$ cat src/rtl/disp_irq_pkg.sv
package disp_irq_pkg;
  localparam int NCH       = 3;
  localparam int NEV       = 6;
  localparam int DW        = 32;
  localparam int CH_BASE   = 8;
  localparam int CH_STRIDE = 8;
  localparam int RESP_LSB  = 14;

  localparam int EV_EOF    = 0;
  localparam int EV_UFLOW  = 1;
  localparam int EV_SLINE  = 2;
  localparam int EV_SFRAME = 3;
  localparam int EV_EOLN   = 4;
  localparam int EV_LOWWM  = 5;

  localparam int CTL_EN    = 31;
  localparam int CTL_PROF  = 0;
  localparam int CTL_DMA   = 4;
  localparam int ST_DMAERR = 7;
  localparam logic [DW-1:0] CTRL_WMASK = 32'h8000_FFFF;

  typedef logic [NEV-1:0] ev_vec_t;

  function automatic int eof_en_bit(input int ch);
    return 7 + 2 * ch;
  endfunction
  function automatic int eoln_en_bit(input int ch);
    return 8 + 2 * ch;
  endfunction
  function automatic int ur_en_bit(input int ch);
    return 13 + ch;
  endfunction
  function automatic int ch_base(input int ch);
    return CH_BASE + CH_STRIDE * ch;
  endfunction
endpackage

$ cat src/rtl/disp_irq_chan.sv
module disp_irq_chan
  import disp_irq_pkg::*;
(
  input  logic    clk_i,
  input  logic    rst_ni,
  input  logic    en_i,
  input  logic    run_i,
  input  logic    rd_req_i,
  input  logic    fifo_empty_i,
  input  logic    line_start_i,
  input  logic    frame_start_i,
  input  logic    pix_pend_i,
  input  logic    eoln_i,
  input  logic    lowwm_i,
  input  ev_vec_t clr_i,
  input  logic    clr_all_i,
  input  logic    en_eof_i,
  input  logic    en_eoln_i,
  input  logic    en_ur_i,
  output ev_vec_t flags_o,
  output logic    summ_o
);
  logic    run_q;
  ev_vec_t flags_q, set_ev, clr_ev;

  always_comb begin
    set_ev            = '0;
    set_ev[EV_EOF]    = run_q & ~run_i;
    set_ev[EV_UFLOW]  = rd_req_i & fifo_empty_i;
    set_ev[EV_SLINE]  = line_start_i & pix_pend_i;
    set_ev[EV_SFRAME] = frame_start_i & pix_pend_i;
    set_ev[EV_EOLN]   = eoln_i;
    set_ev[EV_LOWWM]  = lowwm_i;
    set_ev            = set_ev & {NEV{en_i}};
    clr_ev            = clr_i | {NEV{clr_all_i}};
  end

  // run history is tracked even while disabled
  always_ff @(posedge clk_i or negedge rst_ni) begin
    if (!rst_ni) begin
      run_q   <= 1'b0;
      flags_q <= '0;
    end else begin
      run_q   <= run_i;
      flags_q <= (flags_q & ~clr_ev) | set_ev;
    end
  end

  assign flags_o = flags_q;
  assign summ_o  = (flags_q[EV_EOF] & en_eof_i) | (flags_q[EV_EOLN] & en_eoln_i) |
                   (flags_q[EV_UFLOW] & en_ur_i) | flags_q[EV_SFRAME];

  p_uflow_set_r3: assert property (@(posedge clk_i) disable iff (!rst_ni)
    (en_i && rd_req_i && fifo_empty_i) |=> flags_o[EV_UFLOW]);
  p_eof_fall_r4: assert property (@(posedge clk_i) disable iff (!rst_ni)
    (en_i && !run_i && $past(run_i)) |=> flags_o[EV_EOF]);
  p_w1c_eoln_r5: assert property (@(posedge clk_i) disable iff (!rst_ni)
    (clr_i[EV_EOLN] && !(en_i && eoln_i)) |=> !flags_o[EV_EOLN]);
  p_hold_disabled_r10: assert property (@(posedge clk_i) disable iff (!rst_ni)
    (!en_i && clr_i == '0 && !clr_all_i) |=> $stable(flags_o));
endmodule

$ cat src/rtl/disp_irq_glob.sv
module disp_irq_glob
  import disp_irq_pkg::*;
(
  input  logic       clk_i,
  input  logic       rst_ni,
  input  logic       en_i,
  input  logic       dma_err_i,
  input  logic       prof_i,
  input  logic       resp_valid_i,
  input  logic [1:0] resp_i,
  input  logic       clr_dma_i,
  input  logic       clr_all_i,
  output logic       dma_o,
  output logic       prof_o,
  output logic [1:0] resp_o
);
  logic       dma_q, prof_q;
  logic [1:0] resp_q;

  always_ff @(posedge clk_i or negedge rst_ni) begin
    if (!rst_ni) begin
      dma_q  <= 1'b0;
      prof_q <= 1'b0;
      resp_q <= 2'd0;
    end else begin
      dma_q  <= (dma_q & ~(clr_dma_i | clr_all_i)) | (en_i & dma_err_i);
      prof_q <= (prof_q & ~clr_all_i) | (en_i & prof_i);
      if (en_i && resp_valid_i) resp_q <= resp_i;
    end
  end

  assign dma_o  = dma_q;
  assign prof_o = prof_q;
  assign resp_o = resp_q;

  p_resp_latch_r8: assert property (@(posedge clk_i) disable iff (!rst_ni)
    (en_i && resp_valid_i) |=> resp_o == $past(resp_i));
  p_resp_keep_r6: assert property (@(posedge clk_i) disable iff (!rst_ni)
    (clr_all_i && !resp_valid_i) |=> $stable(resp_o));
endmodule

$ cat src/rtl/disp_irq_ctrl.sv
module disp_irq_ctrl
  import disp_irq_pkg::*;
(
  input  logic           clk_i,
  input  logic           rst_ni,
  input  logic           reg_we_i,
  input  logic           reg_addr_i,
  input  logic [DW-1:0]  reg_wdata_i,
  output logic [DW-1:0]  reg_rdata_o,
  input  logic [NCH-1:0] chan_run_i,
  input  logic [NCH-1:0] rd_req_i,
  input  logic [NCH-1:0] fifo_empty_i,
  input  logic [NCH-1:0] line_start_i,
  input  logic [NCH-1:0] frame_start_i,
  input  logic [NCH-1:0] pix_pend_i,
  input  logic [NCH-1:0] eoln_i,
  input  logic [NCH-1:0] lowwm_i,
  input  logic           dma_err_i,
  input  logic           prof_i,
  input  logic           resp_valid_i,
  input  logic [1:0]     resp_i,
  output logic           irq_o
);
  logic [DW-1:0]  ctrl_q, status;
  logic [NCH-1:0] summ;
  ev_vec_t        flags [NCH];
  logic           st_wr, clr_all, en, dma_f, prof_f, irq_q;
  logic [1:0]     resp_f;

  assign st_wr   = reg_we_i & reg_addr_i;
  assign clr_all = st_wr & reg_wdata_i[0];
  assign en      = ctrl_q[CTL_EN];

  always_ff @(posedge clk_i or negedge rst_ni) begin
    if (!rst_ni)                    ctrl_q <= '0;
    else if (reg_we_i && !reg_addr_i) ctrl_q <= reg_wdata_i & CTRL_WMASK;
  end

  for (genvar c = 0; c < NCH; c++) begin : g_ch
    localparam int BASE = ch_base(c);
    disp_irq_chan u_chan (
      .clk_i        (clk_i),
      .rst_ni       (rst_ni),
      .en_i         (en),
      .run_i        (chan_run_i[c]),
      .rd_req_i     (rd_req_i[c]),
      .fifo_empty_i (fifo_empty_i[c]),
      .line_start_i (line_start_i[c]),
      .frame_start_i(frame_start_i[c]),
      .pix_pend_i   (pix_pend_i[c]),
      .eoln_i       (eoln_i[c]),
      .lowwm_i      (lowwm_i[c]),
      .clr_i        (reg_wdata_i[BASE +: NEV] & {NEV{st_wr}}),
      .clr_all_i    (clr_all),
      .en_eof_i     (ctrl_q[eof_en_bit(c)]),
      .en_eoln_i    (ctrl_q[eoln_en_bit(c)]),
      .en_ur_i      (ctrl_q[ur_en_bit(c)]),
      .flags_o      (flags[c]),
      .summ_o       (summ[c])
    );
  end

  disp_irq_glob u_glob (
    .clk_i       (clk_i),
    .rst_ni      (rst_ni),
    .en_i        (en),
    .dma_err_i   (dma_err_i),
    .prof_i      (prof_i),
    .resp_valid_i(resp_valid_i),
    .resp_i      (resp_i),
    .clr_dma_i   (st_wr & reg_wdata_i[ST_DMAERR]),
    .clr_all_i   (clr_all),
    .dma_o       (dma_f),
    .prof_o      (prof_f),
    .resp_o      (resp_f)
  );

  always_comb begin
    status          = '0;
    status[0]       = prof_f;
    status[NCH:1]   = summ;
    status[CTL_DMA] = dma_f & ctrl_q[CTL_DMA];
    status[ST_DMAERR] = dma_f;
    status[RESP_LSB +: 2] = resp_f;
    for (int c = 0; c < NCH; c++) status[ch_base(c) +: NEV] = flags[c];
  end

  assign reg_rdata_o = reg_addr_i ? status : ctrl_q;

  always_ff @(posedge clk_i or negedge rst_ni) begin
    if (!rst_ni) irq_q <= 1'b0;
    else         irq_q <= (|(summ & ctrl_q[NCH:1])) | (prof_f & ctrl_q[CTL_PROF]);
  end
  assign irq_o = irq_q;

  p_ctrl_write_r2: assert property (@(posedge clk_i) disable iff (!rst_ni)
    (reg_we_i && !reg_addr_i) |=> ctrl_q == ($past(reg_wdata_i) & CTRL_WMASK));
  p_irq_after_clear_r9: assert property (@(posedge clk_i) disable iff (!rst_ni)
    (clr_all && !en) |=> ##1 !irq_o);
  p_sframe_summ_r7: assert property (@(posedge clk_i) disable iff (!rst_ni)
    (en && frame_start_i[0] && pix_pend_i[0]) |=> status[1]);
endmodule

$ cat config.mk
export PLATFORM = sky130hd
export DESIGN_NAME = disp_irq_ctrl
export DESIGN_NICKNAME = d
export VERILOG_FILES = /design/src/rtl/disp_irq_pkg.sv /design/src/rtl/disp_irq_chan.sv /design/src/rtl/disp_irq_glob.sv /design/src/rtl/disp_irq_ctrl.sv
export SDC_FILE = /design/constraint.sdc
export NUM_CORES = 1
export LEC_CHECK = 0
export ABC_AREA = 1
export BUFFER_PORTS_ARGS = -buffer_cell sky130_fd_sc_hd__buf_4
export CAP_MARGIN = 20
export CORE_ASPECT_RATIO = 1.5
export CORE_MARGIN = 3
export CORE_UTILIZATION = 48
export CTS_CLUSTER_SIZE = 25
export DETAILED_ROUTE_END_ITERATION = 12
export HOLD_SLACK_MARGIN = 0.06
export PLACE_DENSITY = 0.91
export SLEW_MARGIN = 30
export SYNTH_ARGS = -nofsm -noshare
export SYNTH_HDL_FRONTEND = slang
export SYNTH_HIERARCHICAL = 1
export SYNTH_SLANG_ARGS = --single-unit
$ cat constraint.sdc
create_clock -name clk_i -period 1.1 [get_ports clk_i]
set_input_delay 0.165 -clock clk_i [delete_from_list [all_inputs] [get_ports clk_i]]
set_output_delay 0.165 -clock clk_i [all_outputs]
set_load 0.03 [all_outputs]
==> metrics.md, run 1 <==
| Metric | Value |
|---|---|
| Worst hold stages | 3 |
| Synth cell types | 15 |
| Syn_area_per_cell | about 7 µm² |
| Finished Cell Area | approximately 3700 µm² |
| Port-buffer cells | about 90 |
| Finish-stage setup viols | 28 |
| Full die area | ~5600 µm² |
| Post-place instance area | 3211 µm² |
| Slew Viols, Final | 0 |
| Area contributors post-synth | dfrtp_1 (47%), nand2_1 (25%), inv_1 (6.9%), nor2_1 (6.9%), nand3_1 (6.1%) |
| Num CTS Buffers | 5 |
| CTS tree | built |
| Antenna violations before repair | 0 |
| HP Class | in -> reg |
| Commonest cells after routing, fill and taps aside | nand2_1 (128), buf_4 (89), dfrtp_1 (42) |
| Area leader, netlist | dfrtp_1 |
| Largest net degree at the start of global routing | 23 |
| Status | complete, but fails checks |
| Layout area overhead | 63.30% |
| Seq cells post-synth | 43 |
| Power Total | 5.268 mW |
| Critical Path Start Type | register |
| Fmax | around 680 MHz |
| Share of layout cells above drive strength 1 | 40.17% |
| Core area | about 4500 µm² |
| Global-route wire length before repair | roughly 12,000 µm |
| Post-synthesis sequential area ratio | 47.17% |
| Hold Path Sink | g_ch[2].u_chan/flags_o[5]$_DFF_PN0_ |
| Maxcap violations | 0 |
| Worst VDD drop | about 0.91 mV |
| Finished Core Util | between 80% and 90% |
| Fin Hold WS | between 0.06 and 0.07 ns |
| Most common cell after layout, fill and taps aside | nand2_1 |
| Die span in y | 90.43 µm |
| Clk slew on worst S/H paths | 0.08 ns |
| Final WL | 7952 µm |
| Std cell rows | 30 |
| Cell count after synthesis | roughly 340 |
| GRT Overall Usage | 26.40% |
| Router iterations before antenna repair | 5 |
| Cell area after synthesis | ~2300 µm² |
| Fin. Hold Viols | 0 |
| GRT overflow | 0 |
| # H-tree levels | 2 |
| Initial Util | between 50% and 60% |
| Clk sinks | 43 |
| Lkg Pwr | approximately 2.2 nW |
| Required time worst endpoint | around 0.94 ns |
| Post-route DRC | 0 |
| Clock period minus worst slack | 1.477 ns |
| Root buf cell | clkbuf_8 |
| Post-route ant nets | 0 |
| Worst Setup Path Type | reg -> out |
| Failing checks | negative setup slack |
| FILL cells | ~270 |
| RSZ-0062 raised after global routing | true |
| Final Skew | just over 0.004 ns |
| Tcrit/Tclk final | 134.3% |
| Pwr Density | between 1000 and 1500 nW/µm² |
| CP Max Fanout | 2 |
| Clk Latency, worst-skew pair | approximately 0.30 ns |
| Reg2Reg Depth | 10 |
| Mean number of vias per cell | ~5.1 |
| FF-to-FF End | irq_o$_DFF_PN0_ |
| Vias | 2,697 |
| Diode count | 0 |
| Number of global-route vias before repair | 2,752 |
| Routed len/inst | roughly 15 µm |
| Die Width | roughly 62 µm |
| Worst hold start | lowwm_i[2] |
| Crit path DAT | ~1.3 ns |
| CTS max path bufs | 2 |
| Ys Warns | 6 |
| RePlAce Congestion | roughly 0.84 |
| Final worst slack | -0.3769 ns |
| Crit end category | primary output |
| Hpwl dp | about 4800 µm |
| Ports | slightly below 100 |
| Final Net Count | between 500 and 600 |
| First DRT Iteration DRCs | between 150 and 200 |
| FF-to-FF setup slack | -0.19 ns |
| Reg2reg start | g_ch[1].u_chan/flags_o[4]$_DFF_PN0_ |
| Synth top area share | between 40% and 50% |
## worst max-delay path, stage by stage, from the launching register on
cell,delay (ns)
dfrtp_1,0.41
nand2_1,0.10
nand2_1,0.09
inv_1,0.10
nand2_2,0.07
nand2_1,0.06
nand2_1,0.06
buf_6,0.14
## logic make-up (layout without fill, tap and decap cells)
family / after synthesis / in the layout / share of synthesized area, %
AO/OA/AOI/OAI: 6 / 6 / 1.426
flip-flops: 43 / 43 / 47.17
other: 1 / 3 / 0.1644
buffers and inverters: 57 / 188 / 11.35
AND/OR/NAND/NOR: 228 / 228 / 39.88
## registers in the layout, indices dropped and copies added, names as in the netlist
signal               flops
u_glob/prof_o            1
g_ch.u_chan/run_q        3
u_glob/resp_o            2
g_ch.u_chan/flags_o     18
ctrl_q                  17
irq_o                    1
u_glob/dma_o             1
## synth_stat cells
cell type and count:
nand2_1 154, dfrtp_1 43, inv_1 42, nor2_1 42
nand3_1 28, buf_2 6, buf_4 6, a21oi_1 3
nand3b_1 3, buf_6 2, o21ai_0 2, a21boi_0 1
conb_1 1, inv_2 1, nand2_4 1
## worst max path at each step
| stage | startpoint | end | slack (ns) | cells after the start |
|---|---|---|---|---|
| floorplan | reg_we_i | g_ch[0].u_chan/flags_o[0]$_DFF_PN0_ | 0.02 | 7 |
| detailed placement | ctrl_q[15]$_DFFE_PN0P_ | reg_rdata_o[3] | -0.0007 | 5 |
| global placement | ctrl_q[15]$_DFFE_PN0P_ | reg_rdata_o[3] | 0.002 | 5 |
| finish | g_ch[0].u_chan/flags_o[0]$_DFF_PN0_ | reg_rdata_o[1] | -0.38 | 7 |
| global route | g_ch[0].u_chan/flags_o[4]$_DFF_PN0_ | reg_rdata_o[1] | -0.41 | 7 |
| CTS | ctrl_q[12]$_DFFE_PN0P_ | reg_rdata_o[3] | -0.28 | 7 |
## area by class of cell
cell class / count / area [µm²] / area share (%)
Clock buffer: 8 / 100.1 / 2.687
Inverter: 43 / 161.4 / 4.333
Multi-Input combinational cell: 237 / 1067 / 28.65
Sequential cell: 43 / 1077 / 28.92
Tap cell: 64 / 80.08 / 2.150
Timing Repair Buffer: 137 / 1239 / 33.26
## report_power, final
| part | internal [mW] | switching, mW | leakage, nW |
|---|---|---|---|
| sequential | 1.83 | 0.193 | 0.526 |
| combinational | 0.994 | 1.15 | 1.60 |
| clock | 0.573 | 0.528 | 0.0515 |
| total | 3.40 | 1.87 | 2.18 |
## metal layers
layer  global-route usage, %  vias up  routed length (µm)
met3                   5.479       18                 583
met2                   49.82      161                4416
met1                   27.56     1266                2743
met4                   11.79        0                 208
li1                        -     1252                   -
met5                       0        -                   0
## metrics by stage
stage,setup TNS [ns],std cells,setup WS (ns)
after floorplan,0,337,0.01928
final,-3.310,532,-0.3769
after CTS,-2.757,525,-0.2824
after global routing,-4.407,532,-0.4119
after global placement,0,504,0.001721
after detailed placement,-0.0007374,504,-0.0007374
## timing repair
| action | 4_1_cts | 5_1_grt |
|---|---|---|
| hold buffers | 4 | 0 |
| pin swaps | 18 | 10 |
| buffers inserted | 9 | 13 |
| endpoints found under the hold margin | 46 | 0 |
| resized for setup | 58 | 34 |
| setup endpoints to repair | 29 | 30 |
Power figures use the tool's default switching activity.
==> run 2, diff against run 1 <==
==> constraint.sdc (replaced) <==
create_clock -name clk_i -period 1.6 [get_ports clk_i]
set_input_delay 0.24 -clock clk_i [delete_from_list [all_inputs] [get_ports clk_i]]
set_output_delay 0.24 -clock clk_i [all_outputs]
set_load 0.03 [all_outputs]
==> run 2 against run 1 <==
  * The run now ends clean
  * Clock-buffer cell count down 2
  * Final area down 15%
  * Wire length down 22%
  * Via count down 13%
  * Power down 38%
  * Flip-flop and latch count unchanged
  * Worst setup slack better by 0.47 ns
  * Worst hold slack better by 0.080 ns
  * Clock skew down 0.0032 ns
  * Utilization down 12 points
  * Register-to-register slack better by 0.68 ns
  * Sequential power down 32%
==> metrics.md, run 2 (synthesis results as in run 1) <==
| Metric | Value |
|---|---|
| RePlAce Congestion | roughly 0.80 |
| Share of layout cells above drive strength 1 | about a quarter |
| Crit end category | primary output |
| Slowest stage delay, CP | about 0.41 ns |
| Reg2Reg Depth | 4 |
| FF-to-FF End | u_glob/resp_o[0]$_DFFE_PN0P_ |
| Hpwl dp | 4484 µm |
| Final WL | 6193 µm |
| Clk sinks | 43 |
| CP Max Fanout | 3 |
| Setup TNS | 0 ns |
| Final Net Count | approximately 500 |
| Status | finished, final reports clean |
| HP Class | in -> reg |
| Routed len/inst | ~12 µm |
| Critical Path Start Type | register |
| Actual slew at the worst max-slew pin | about 0.55 ns |
| GRT overflow | 0 |
| Final worst slack | between 0.09 and 0.1 ns |
| Area of the multi-input gates | approximately 960 µm² |
| Worst hold start | lowwm_i[2] |
| Power Total | about 3.3 mW |
| Ports | a little under 100 |
| Final Skew | just over 0.0009 ns |
| Mean number of vias per cell | approximately 4.7 |
| DRT met1 WL | between 2000 and 2500 µm |
| CTS tree | built |
| Slew Viols, Final | 0 |
| Antenna violations before repair | 0 |
| RSZ-0062 raised after global routing | false |
| DR WL met2 | approximately 3300 µm |
| Finish-stage setup viols | 0 |
| Finished Core Util | 70.03% |
| Maxcap violations | 0 |
| FILL cells | between 300 and 400 |
| Post-route ant nets | 0 |
| Worst Setup Path Type | reg -> out |
| Core area | about 4500 µm² |
| Post-route DRC | 0 |
| Global-route wire length before repair | between 10,000 and 15,000 µm |
| Finished Cell Area | approximately 3200 µm² |
| Router iterations before antenna repair | 4 |
| Crit-path slowest cell | dfrtp_1 |
| Crit path DAT | 1.27 ns |
| Fin. Hold Viols | 0 |
| Required time worst endpoint | 1.36 ns |
| Worst path bufs/invs | 1 |
| Layout area overhead | 39.44% |
| Num CTS Buffers | 5 |
| DR WL met3 | roughly 360 µm |
| Largest net degree at the start of global routing | 44 |
| Hold Path Sink | g_ch[2].u_chan/flags_o[5]$_DFF_PN0_ |
| Reg2reg start | ctrl_q[31]$_DFFE_PN0P_ |
| Tcrit/Tclk final | a little over nine tenths |
| Root buf cell | clkbuf_8 |
| CTS max path bufs | 2 |
| Lkg Pwr | approximately 2.0 nW |
| Clock period minus worst slack | around 1.5 ns |
| Vias | around 2,300 |
| Commonest cells after routing, fill and taps aside | nand2_1 (154), buf_4 (97), dfrtp_1 (43) |
| Std cell rows | 30 |
| Place WS | 0.1890 ns |
| Most common cell after layout, fill and taps aside | nand2_1 |
| Clk slew on worst S/H paths | 0.08 ns |
| Pwr Density | 1034 nW/µm² |
| Post-place instance area | about 3000 µm² |
| DR top layer | met4 |
| Worst hold stages | 3 |
| CP delay by family, top | flip-flops |
| # H-tree levels | 2 |
| Storage cell area | 1076 µm² |
| Number of global-route vias before repair | 2,267 |
| Slew headroom | a little over three fifths |
| First DRT Iteration DRCs | 94 |
| Fmax | approximately 660 MHz |
| Clk Latency, worst-skew pair | 0.29 ns |
| GRT Overall Usage | between 20% and 30% |
| Port-buffer cells | a little over 90 |
| Diode count | 0 |
| Worst VDD drop | about 0.74 mV |
| Full die area | ~5600 µm² |
| Die Width | between 60 and 70 µm |
| Cells along the critical path | a21oi_1, nand2_1, nand2_1, nand2_1, buf_4 |
| CP dominant cell by count | nand2_1 |
| Initial Util | approximately 50% |
| FF-to-FF setup slack | 0.49 ns |
| Max FFs per register | 18 |
| Die span in y | 90.43 µm |
==> run 2: final cells by class <==
class / instances / share of cell area, %
timing repair buffer: 102 / 24.78
multi-input combinational: 237 / 30.09
clock inverter: 2 / 1.101
sequential: 43 / 33.83
clock buffer: 6 / 2.596
inverter: 43 / 5.075
tap: 64 / 2.518
==> run 2: what timing repair did <==
action,CTS,global route
setup buffers,0,1
gates resized for setup,0,1
setup endpoints to repair,0,1
hold endpoints to repair,46,0
hold buffers,4,0
==> run 2: per-stage QoR <==
stage	hold slack, ns	std cells
detailed placement	0.2656	484
floorplan	-0.05559	337
global route	0.1425	497
CTS	0.1339	496
global placement	0.2586	484
finish	0.1419	497
==> run 2: per-layer routing <==
layer / vias to the layer above / global-route usage (%)
li1: 1179 / -
met1: 1055 / 26.76
met2: 95 / 40.92
met3: 13 / 4.732
met4: 0 / 9.024
met5: - / 0
==> run 2: worst register-to-register path, cell delays in order, from the launching register on <==
cell and delay (ns):
dfrtp_1 0.48, buf_4 0.30, nand2_1 0.11, nand2_1 0.06
nand2_1 0.05
==> run 2: worst max path at each step <==
| stage | startpoint | to | slack [ns] | cells past startpoint |
|---|---|---|---|---|
| finish | ctrl_q[15]$_DFFE_PN0P_ | reg_rdata_o[3] | 0.09 | 5 |
| global route | ctrl_q[13]$_DFFE_PN0P_ | reg_rdata_o[1] | 0.01 | 5 |
| CTS | ctrl_q[13]$_DFFE_PN0P_ | reg_rdata_o[1] | 0.08 | 5 |
| detailed placement | reg_addr_i | g_ch[1].u_chan/flags_o[2]$_DFF_PN0_ | 0.19 | 7 |
| global placement | reg_addr_i | g_ch[1].u_chan/flags_o[0]$_DFF_PN0_ | 0.22 | 7 |
| floorplan | reg_we_i | g_ch[0].u_chan/flags_o[0]$_DFF_PN0_ | 0.008 | 7 |
==> run 2: where the power goes <==
| part | total (mW) | internal (mW) | switching [mW] |
|---|---|---|---|
| Clock | 0.871 | 0.505 | 0.366 |
| Sequential | 1.39 | 1.26 | 0.131 |
| Combinational | 1.03 | 0.412 | 0.613 |
| Total | 3.29 | 2.18 | 1.11 |
==> run 3, diff against run 2 <==
--- a/config.mk
+++ b/config.mk
@@ -15,6 +15,8 @@
 export DETAILED_ROUTE_END_ITERATION = 12
 export HOLD_SLACK_MARGIN = 0.06
 export PLACE_DENSITY = 0.91
+export REMOVE_ABC_BUFFERS = 1
+export SETUP_SLACK_MARGIN = 0.1
 export SLEW_MARGIN = 30
 export SYNTH_ARGS = -nofsm -noshare
 export SYNTH_HDL_FRONTEND = slang
==> run 3 against run 2 <==
  * Clock power shrank 28%
  * Combinational power increased by 8%
  * Sequential share of layout area is 0.54 points lower
  * Fmax increased by 3.7%
  * Critical endpoint is now reg_rdata_o[2]
==> metrics.md, run 3 (synthesis results as in run 1) <==
| Metric | Value |
|---|---|
| Crit end category | primary output |
| Std cell rows | 30 |
| Die span in y | about 90 µm |
| Diode count | 0 |
| Fin. Hold Viols | 0 |
| Final WL | slightly above 6000 µm |
| Number of global-route vias before repair | about 2,300 |
| CP Max Fanout | 3 |
| Lkg Pwr | approximately 2.0 nW |
| Reg2Reg Depth | 4 |
| Crit path DAT | 1.22 ns |
| Largest net degree at the start of global routing | 44 |
| Layout area overhead | 41.69% |
| Ports | slightly below 100 |
| Initial Util | about half |
| Final Skew | 0.006842 ns |
| Router iterations before antenna repair | 5 |
| Final worst slack | approximately 0.14 ns |
| Max FFs per register | 18 |
| FILL cells | 398 |
| Storage cell area | around 1100 µm² |
| Post-route ant nets | 0 |
| HP Class | in -> reg |
| Pwr Density | between 900 and 1000 nW/µm² |
| Tcrit/Tclk final | 91.02% |
| # H-tree levels | 2 |
| Post-route DRC | 0 |
| Core area | approximately 4500 µm² |
| Share of layout cells above drive strength 1 | about 28% |
| Final Net Count | around 510 |
| Actual slew at the worst max-slew pin | about 0.55 ns |
| Commonest cells after routing, fill and taps aside | nand2_1 (151), buf_4 (106), dfrtp_1 (43) |
| Required time worst endpoint | roughly 1.4 ns |
| RePlAce Congestion | about 0.79 |
| FF-to-FF setup slack | approximately 0.53 ns |
| Num CTS Buffers | 5 |
| Place WS | 0.2034 ns |
| Mean number of vias per cell | ~4.7 |
| Worst VDD drop | 0.6161 mV |
| Setup TNS | 0 ns |
| Routed len/inst | around 12 µm |
| Global-route wire length before repair | 10,280 µm |
| CTS max path bufs | 2 |
| Full die area | roughly 5600 µm² |
| Slew headroom | 63.36% |
| Root buf cell | clkbuf_8 |
| Vias | ~2,400 |
| Maxcap violations | 0 |
| GRT Overall Usage | 22.53% |
| Clk Latency, worst-skew pair | around 0.29 ns |
| Clk slew on worst S/H paths | roughly 0.070 ns |
| Port-buffer cells | 91 |
| Critical Path Start Type | register |
| First DRT Iteration DRCs | roughly 110 |
| GRT overflow | 0 |
| Hpwl dp | approximately 4400 µm |
| Finish-stage setup viols | 0 |
| Die Width | a little over 60 µm |
| RSZ-0062 raised after global routing | true |
| Fmax | roughly 700 MHz |
| CTS tree | built |
| Clk sinks | 43 |
| Clock period minus worst slack | 1.456 ns |
| Most common cell after layout, fill and taps aside | nand2_1 |
| Area of the multi-input gates | between 900 and 1000 µm² |
| Worst hold stages | 3 |
| Slew Viols, Final | 0 |
| Status | finished, final reports clean |
| Antenna violations before repair | 0 |
| Worst Setup Path Type | reg -> out |
-- run 3: changes by cell type in the layout (fill, tap and decap cells not counted), sizes merged --
cell	delta
clkinv	-1
bufinv	-1
buf	+11
-- run 3: worst max-delay path, cell delays in order (launching register included) --
cell and delay [ns]:
dfrtp_1 0.41, a21oi_2 0.19, nand2_2 0.08, nand2_1 0.06, nand2_1 0.06, buf_6 0.13
-- run 3: worst paths after layout --
kind,from,endpoint
setup / recovery,ctrl_q[14]$_DFFE_PN0P_,reg_rdata_o[2]
hold / removal,lowwm_i[1],g_ch[1].u_chan/flags_o[5]$_DFF_PN0_
setup reg to reg,ctrl_q[31]$_DFFE_PN0P_,u_glob/resp_o[0]$_DFFE_PN0P_
hold reg to reg,g_ch[0].u_chan/flags_o[2]$_DFF_PN0_,g_ch[0].u_chan/flags_o[2]$_DFF_PN0_
max in group asynchronous,rst_ni,u_glob/resp_o[1]$_DFFE_PN0P_
min in group asynchronous,rst_ni,g_ch[0].u_chan/flags_o[4]$_DFF_PN0_
-- run 3: where the power goes --
part	internal, mW	switching [mW]
clock	0.291	0.335
combinational	0.472	0.640
sequential	1.26	0.124
-- run 3: metal layers --
layer / up-vias / GRT usage (%) / wire (µm)
met5: - / 0 / 0
met4: 0 / 7.919 / 87
met3: 7 / 5.230 / 381
met2: 82 / 41.55 / 3391
met1: 1095 / 24.98 / 2309
li1: 1201 / - / -
-- run 3: repair_timing --
action	CTS	global route
setup endpoints to repair	2	3
hold buffers	4	0
setup buffers	0	10
resized for setup	2	8
pin swaps	0	6
cloned	0	0
endpoints found under the hold margin	46	0
-- run 3: through the flow --
stage / instance area (µm²) / total power [mW] / cells / util [%] / hold WS [ns]
global placement: 3014 / 2.385 / 486 / 66.36 / 0.2606
detailed placement: 3014 / 2.416 / 486 / 66.36 / 0.2611
floorplan: 2191 / 1.955 / 323 / - / -0.05559
global route: 3232 / 3.320 / 506 / 71.16 / 0.1463
finish: 3232 / 3.123 / 506 / 71.16 / 0.1492
CTS: 3134 / 3.052 / 496 / 69.01 / 0.1427
-- run 3: layout make-up --
class | count | share of cell area [%]
clock buffers | 6 | 2.245
multi-input cells | 237 | 30.08
well taps | 64 | 2.478
inverters | 43 | 4.994
repair buffers | 113 | 26.91
flip-flops and latches | 43 | 33.29
